`src/rtl/ctl_tok_pkg.sv`:
```
package ctl_tok_pkg;
  typedef enum logic {
    WT_IDLE = 1'b0,
    WT_WAIT = 1'b1
  } wait_st_e;
endpackage

```
`src/rtl/tok_branch.sv`:
```
module tok_branch (
  input  logic clk,
  input  logic rst,
  input  logic go,
  input  logic cond,
  output logic take,
  output logic skip
);
  logic take_q, skip_q;

  always_ff @(posedge clk) begin
    if (rst) begin
      take_q <= 1'b0;
      skip_q <= 1'b0;
    end else begin
      take_q <= go & cond;
      skip_q <= go & ~cond;
    end
  end

  assign take = take_q;
  assign skip = skip_q;

  a_r2_onehot: assert property (@(posedge clk) disable iff (rst)
    $onehot0({take, skip}));
  a_r2_needs_token: assert property (@(posedge clk) disable iff (rst)
    (take || skip) |-> $past(go));
endmodule

```
`src/rtl/tok_waiter.sv`:
```
module tok_waiter #(
  parameter bit HOLD_START = 1'b0
) (
  input  logic clk,
  input  logic rst,
  input  logic go,
  input  logic done,
  output logic launch,
  output logic next,
  output logic busy,
  output logic err
);
  import ctl_tok_pkg::*;

  wait_st_e st_q;
  logic     launch_q, next_q, err_q;

  always_ff @(posedge clk) begin
    if (rst) begin
      st_q     <= WT_IDLE;
      launch_q <= 1'b0;
      next_q   <= 1'b0;
      err_q    <= 1'b0;
    end else begin
      launch_q <= 1'b0;
      next_q   <= 1'b0;
      case (st_q)
        WT_IDLE: begin
          if (go) begin
            st_q     <= WT_WAIT;
            launch_q <= 1'b1;
          end
        end
        default: begin
          if (go) err_q <= 1'b1;
          if (done) begin
            st_q   <= WT_IDLE;
            next_q <= 1'b1;
          end
        end
      endcase
    end
  end

  assign busy = (st_q == WT_WAIT);
  assign next = next_q;
  assign err  = err_q;

  generate
    if (HOLD_START) begin : g_level
      assign launch = busy;
    end else begin : g_pulse
      assign launch = launch_q;
    end
  endgenerate

  a_r3_next_after_done: assert property (@(posedge clk) disable iff (rst)
    next |-> $past(busy && done));
  a_r5_idle_done_ignored: assert property (@(posedge clk) disable iff (rst)
    (!busy && !go) |=> !busy && !next);
  a_r6_err_on_overlap: assert property (@(posedge clk) disable iff (rst)
    (busy && go) |=> err);
  a_r6_err_sticky: assert property (@(posedge clk) disable iff (rst)
    err |=> err);
endmodule

```
`src/rtl/tok_smerge.sv`:
```
module tok_smerge #(
  parameter int N_IN = 3
) (
  input  logic            clk,
  input  logic            rst,
  input  logic [N_IN-1:0] in_tok,
  output logic            out_tok
);
  logic out_q;

  always_ff @(posedge clk) begin
    if (rst) out_q <= 1'b0;
    else     out_q <= |in_tok;
  end

  assign out_tok = out_q;

  a_r7_no_spurious: assert property (@(posedge clk) disable iff (rst)
    out_tok |-> $past(in_tok != '0));
endmodule

```
`src/rtl/tok_join.sv`:
```
module tok_join #(
  parameter int N_IN = 3
) (
  input  logic            clk,
  input  logic            rst,
  input  logic [N_IN-1:0] in_tok,
  output logic            out_tok
);
  logic [N_IN-1:0] seen_q;
  logic [N_IN-1:0] arrived;
  logic            all_in;
  logic            fire_q;

  assign arrived = seen_q | in_tok;
  assign all_in  = &arrived;

  always_ff @(posedge clk) begin
    if (rst) begin
      seen_q <= '0;
      fire_q <= 1'b0;
    end else if (all_in) begin
      seen_q <= '0;
      fire_q <= 1'b1;
    end else begin
      seen_q <= arrived;
      fire_q <= 1'b0;
    end
  end

  assign out_tok = fire_q;

  a_r9_clear_on_fire: assert property (@(posedge clk) disable iff (rst)
    out_tok |-> (seen_q == '0));
  a_r8_record_kept: assert property (@(posedge clk) disable iff (rst)
    (!out_tok && !$past(rst)) |-> (($past(seen_q) & ~seen_q) == '0));
endmodule

```
`src/rtl/ctl_token_kit.sv`:
```
module ctl_token_kit #(
  parameter int N_IN = 3
) (
  input  logic            clk,
  input  logic            rst,
  input  logic            br_go,
  input  logic            br_cond,
  output logic            br_take,
  output logic            br_skip,
  input  logic            sub_go,
  input  logic            sub_ret,
  output logic            sub_call,
  output logic            sub_next,
  output logic            sub_busy,
  output logic            sub_err,
  input  logic            ev_go,
  input  logic            ev_done,
  output logic            ev_start,
  output logic            ev_next,
  output logic            ev_busy,
  output logic            ev_err,
  input  logic [N_IN-1:0] sm_in,
  output logic            sm_out,
  input  logic [N_IN-1:0] pm_in,
  output logic            pm_out
);
  tok_branch u_br (
    .clk(clk), .rst(rst), .go(br_go), .cond(br_cond),
    .take(br_take), .skip(br_skip)
  );

  tok_waiter #(.HOLD_START(1'b0)) u_sub (
    .clk(clk), .rst(rst), .go(sub_go), .done(sub_ret),
    .launch(sub_call), .next(sub_next), .busy(sub_busy), .err(sub_err)
  );

  tok_waiter #(.HOLD_START(1'b1)) u_ev (
    .clk(clk), .rst(rst), .go(ev_go), .done(ev_done),
    .launch(ev_start), .next(ev_next), .busy(ev_busy), .err(ev_err)
  );

  tok_smerge #(.N_IN(N_IN)) u_sm (
    .clk(clk), .rst(rst), .in_tok(sm_in), .out_tok(sm_out)
  );

  tok_join #(.N_IN(N_IN)) u_pm (
    .clk(clk), .rst(rst), .in_tok(pm_in), .out_tok(pm_out)
  );

  a_r4_start_tracks_busy: assert property (@(posedge clk) disable iff (rst)
    ev_start == ev_busy);
  a_r1_post_reset_quiet: assert property (@(posedge clk)
    $past(rst) |-> !(br_take || br_skip || sub_call || sub_next || ev_next
                     || sm_out || pm_out || sub_err || ev_err));
endmodule

```
`config.mk`:
```
export PLATFORM = sky130hd
export DESIGN_NAME = ctl_token_kit
export DESIGN_NICKNAME = d
export VERILOG_FILES = /design/src/rtl/ctl_tok_pkg.sv /design/src/rtl/tok_branch.sv /design/src/rtl/tok_waiter.sv /design/src/rtl/tok_smerge.sv /design/src/rtl/tok_join.sv /design/src/rtl/ctl_token_kit.sv
export SDC_FILE = /design/constraint.sdc
export NUM_CORES = 1
export LEC_CHECK = 0
export ABC_AREA = 1
export BUFFER_PORTS_ARGS = -buffer_cell sky130_fd_sc_hd__buf_2
export CORE_AREA = 2 2 39 41
export DETAILED_ROUTE_END_ITERATION = 8
export DIE_AREA = 0 0 41 43
export HOLD_SLACK_MARGIN = 0.1
export PLACE_DENSITY = 0.78
export SLEW_MARGIN = 20
export SYNTH_ARGS = -nofsm -noshare
export SYNTH_HDL_FRONTEND = slang
export SYNTH_HIERARCHICAL = 1
export SYNTH_SLANG_ARGS = --single-unit
```
`constraint.sdc`:
```
create_clock -name clk -period 2.03 [get_ports clk]
set_input_delay 0.3045 -clock clk [delete_from_list [all_inputs] [get_ports clk]]
set_output_delay 0.3045 -clock clk [all_outputs]
set_load 0.005 [all_outputs]
```
==> metrics.md <==
| Metric | Value |
|---|---|
| Port Buffers | 25 |
| CTS root buf | clkbuf_4 |
| Cells after synthesis | between 60 and 70 |
| Number of synthesized flops with an enable pin | 0 |
| Crit path required time | 1.73 ns |
| Fill count | about 140 |
| Internal power | around 0.00043 W |
| Post-Synth Simple-Gate Area | 28.43% |
| Global-route wire length before repair | 1435 um |
| Distinct cells, synth | 12 |
| Total grt overflow | 0 |
| Sw power | around 0.00013 W |
| H-tree levels | 1 |
| Period minus WS final | 1.109 ns |
| Hold-fix buffers, CTS | 0 |
| Initial antenna violation count | 0 |
| Combinational family with the most area after synthesis | simple AND/OR/NAND/NOR gates |
| Top-area cell type share of the netlist area | roughly 55% |
| LEAKAGE | 0.4173 nW |
| Ports | 26 |
| Synth Cell Area | 510.5 um2 |
| Layout cell share with drive strength beyond 1 | 38.71% |
| Clock Latency Late Sink | 0.27 ns |
| Main flop type after synthesis | dfxtp_1 |
| Die height | 43 um |
| Global Route Usage Sum | 11.73% |
| Post-synth ARST share | 0% |
| Hold Path Class | input pin to flop |
| Crit path arrival time | 0.80 ns |
| Starting density of the core | 36.89% |
| Vias in the first global route | roughly 420 |
| Site Rows | 14 |
| Synth area leader | dfxtp_1 |
| Via count | 458 |
| Synth warnings | 6 |
| Seq/Total Area, Yosys | 54.90% |
| Post-Synth Adder-Cell Area | 0% |
| CP endpoint kind | primary output |
| FF+latch count, synth | 14 |
| Buffers & Inverters on Critical Path | 1 |
| Peak VDD IR | 0.3584 mV |
| Compound-gate portion of the synthesized area | approximately 2.7% |
| Area of the core | 1384 um2 |
| Sw frac | 22.90% |
| Least-Margin Pin Slew | 0.1809 ns |
| Max_slew headroom | 87.94% |
| Maxcap violations | 0 |
| DR vias/cell | 4.202 |
| CTS max path bufs | 2 |
| Placer congestion estimate | 0.7117 |
| Final Hold Viols | 0 |
| XOR/XNOR Fraction of Synth Area | 0% |
| Post-synthesis mux area share | 0% |
| Top-count cell post-synth | inv_1 |
| Final setup fails | 0 |
| DRC Markers | 0 |
| Unrepaired setup endpoints after global routing | no |
| Fin area | roughly 680 um2 |
| Mean area per synthesized cell | 7.854 um2 |
| WS Path Type | flop to primary output |
| Postcts setup bufs | 0 |
| CP top delay family | flip-flops |
| Power Density | 819.8 nW/um2 |
| Largest net degree at the start of global routing | 11 |
| Post-DP HPWL | 728.4 um |
| Sequence of cells on the critical path | buf_2 |
| Finished Core Util | 49.46% |
| ANT nets after route | 0 |
| Iteration count of the initial detailed-routing pass | 4 |
| Critical Path Start Type | flop |
| Skew final | 0.003876 ns |
| Die width | roughly 41 um |
| Area contributors post-synth | dfxtp_1 (55%), inv_1 (13%), nand2_1 (8.8%), nor2_1 (6.6%), nand3_1 (3.9%) |
| Wirelength per Cell | 8.413 um |
| DP Area | 648.1 um2 |
| Nets | 108 |
| PostCTS Resize Cnt | 0 |
| Worst path slowest cell | dfxtp_1 |
| Synthesis-to-layout area growth | 34.07% |
| Final WL | 917 um |
| Max frequency | approximately 0.9 GHz |
| TritonCTS Buffers | 3 |
| CTS tree | done |
| Most instantiated cells after synthesis | inv_1 (17), dfxtp_1 (14), nand2_1 (12) |
| Initial DRC Count | 10 |
| Final period utilization | 54.63% |
| Slowest Stage Delay on Critical Path | ~0.4 ns |
| Syn_nets | 79 |
| CTS clk-pin slew, worst paths | around 0.080 ns |
| Final slew viol count | 0 |
| Clock share of power | around a third |
| Critical Path Fanout Max | 5 |
| Setup TNS | 0 ns |
| Logic pwr share | 12.4% |
| Status | finished clean |
| Clk sink count | 14 |
| DIE AREA | between 1500 and 2000 um2 |
| Seq pwr share | 53.2% |
| Ant. Diodes | 0 |
kinds of logic after synthesis:
family	count (synthesis)
AOI/OAI and AO/OA	2
DFF	14
and+or+nand+nor	31
buffers and inverters	18
power groups by stage:
stage	Sequential (W)	Clock (W)	Combinational, W
finish	0.000299	0.000193	0.0000696
CTS	0.000299	0.000200	0.0000706
detailed placement	0.000305	0	0.0000703
global placement	0.000305	0	0.0000676
floorplan	0.000307	0	0.0000365
global route	0.000301	0.000216	0.0000786
layout make-up:
cell class	count	area (um2)	area share [%]
tap	16	20.02	2.925
clock buffer	4	36.28	5.302
multi-input combinational	33	158.9	23.22
sequential	14	280.3	40.95
inverter	17	63.81	9.324
timing repair buffer	25	125.1	18.28
stage by stage:
| stage | worst slack, ns | hold WS [ns] | total power [W] | cells |
|---|---|---|---|---|
| after detailed placement | 1.169 | 0.4398 | 0.0003756 | 105 |
| after CTS | 0.9155 | 0.1894 | 0.0005696 | 109 |
| after global routing | 0.8795 | 0.2011 | 0.0005957 | 109 |
| final | 0.9211 | 0.1945 | 0.0005610 | 109 |
| after floorplan | 1.232 | 0.3669 | 0.0003433 | 65 |
| after global placement | 1.204 | 0.4339 | 0.0003725 | 105 |
metal layers:
metal / vias to the layer above / part of all wire, % / track usage (%) / wire length, um
li1: 241 / - / - / -
met1: 201 / 42 / 11.51 / 381
met2: 16 / 50 / 20.00 / 455
met3: 0 / 8.8 / 4.712 / 81
met4: 0 / 0 / 5.333 / 0
met5: - / 0 / 0 / 0
flip-flops by register name, indices dropped and copies added (netlist names):
| signal | flops |
|---|---|
| u_br/take | 1 |
| u_ev/busy | 1 |
| u_ev/err | 1 |
| u_sub/launch | 1 |
| u_pm/out_tok | 1 |
| u_pm/seen_q | 3 |
| u_sub/err | 1 |
| u_br/skip | 1 |
| u_ev/next | 1 |
| u_sub/busy | 1 |
| u_sub/next | 1 |
| u_sm/out_tok | 1 |
worst paths after layout:
check	cells after the start	start	endpoint	slack [ns]
worst min register to register	2	u_sub/err$_SDFFE_PP0P_	u_sub/err$_SDFFE_PP0P_	0.46
worst max register to register	5	u_pm/seen_q[1]$_SDFF_PP0_	u_pm/seen_q[1]$_SDFF_PP0_	1.30
worst min-delay path	2	br_cond	u_br/skip$_SDFF_PP0_	0.19
worst max-delay path	1	u_sub/busy$_SDFF_PP0_	sub_busy	0.92
layout by cell type (no fill, tap or decap), drive strengths merged:
cell,n
inv,17
nand2,16
nand3,5
a21oi,2
clkbuf,4
dfxtp,14
nor2,10
buf,25
Power figures use the tool's default switching activity.
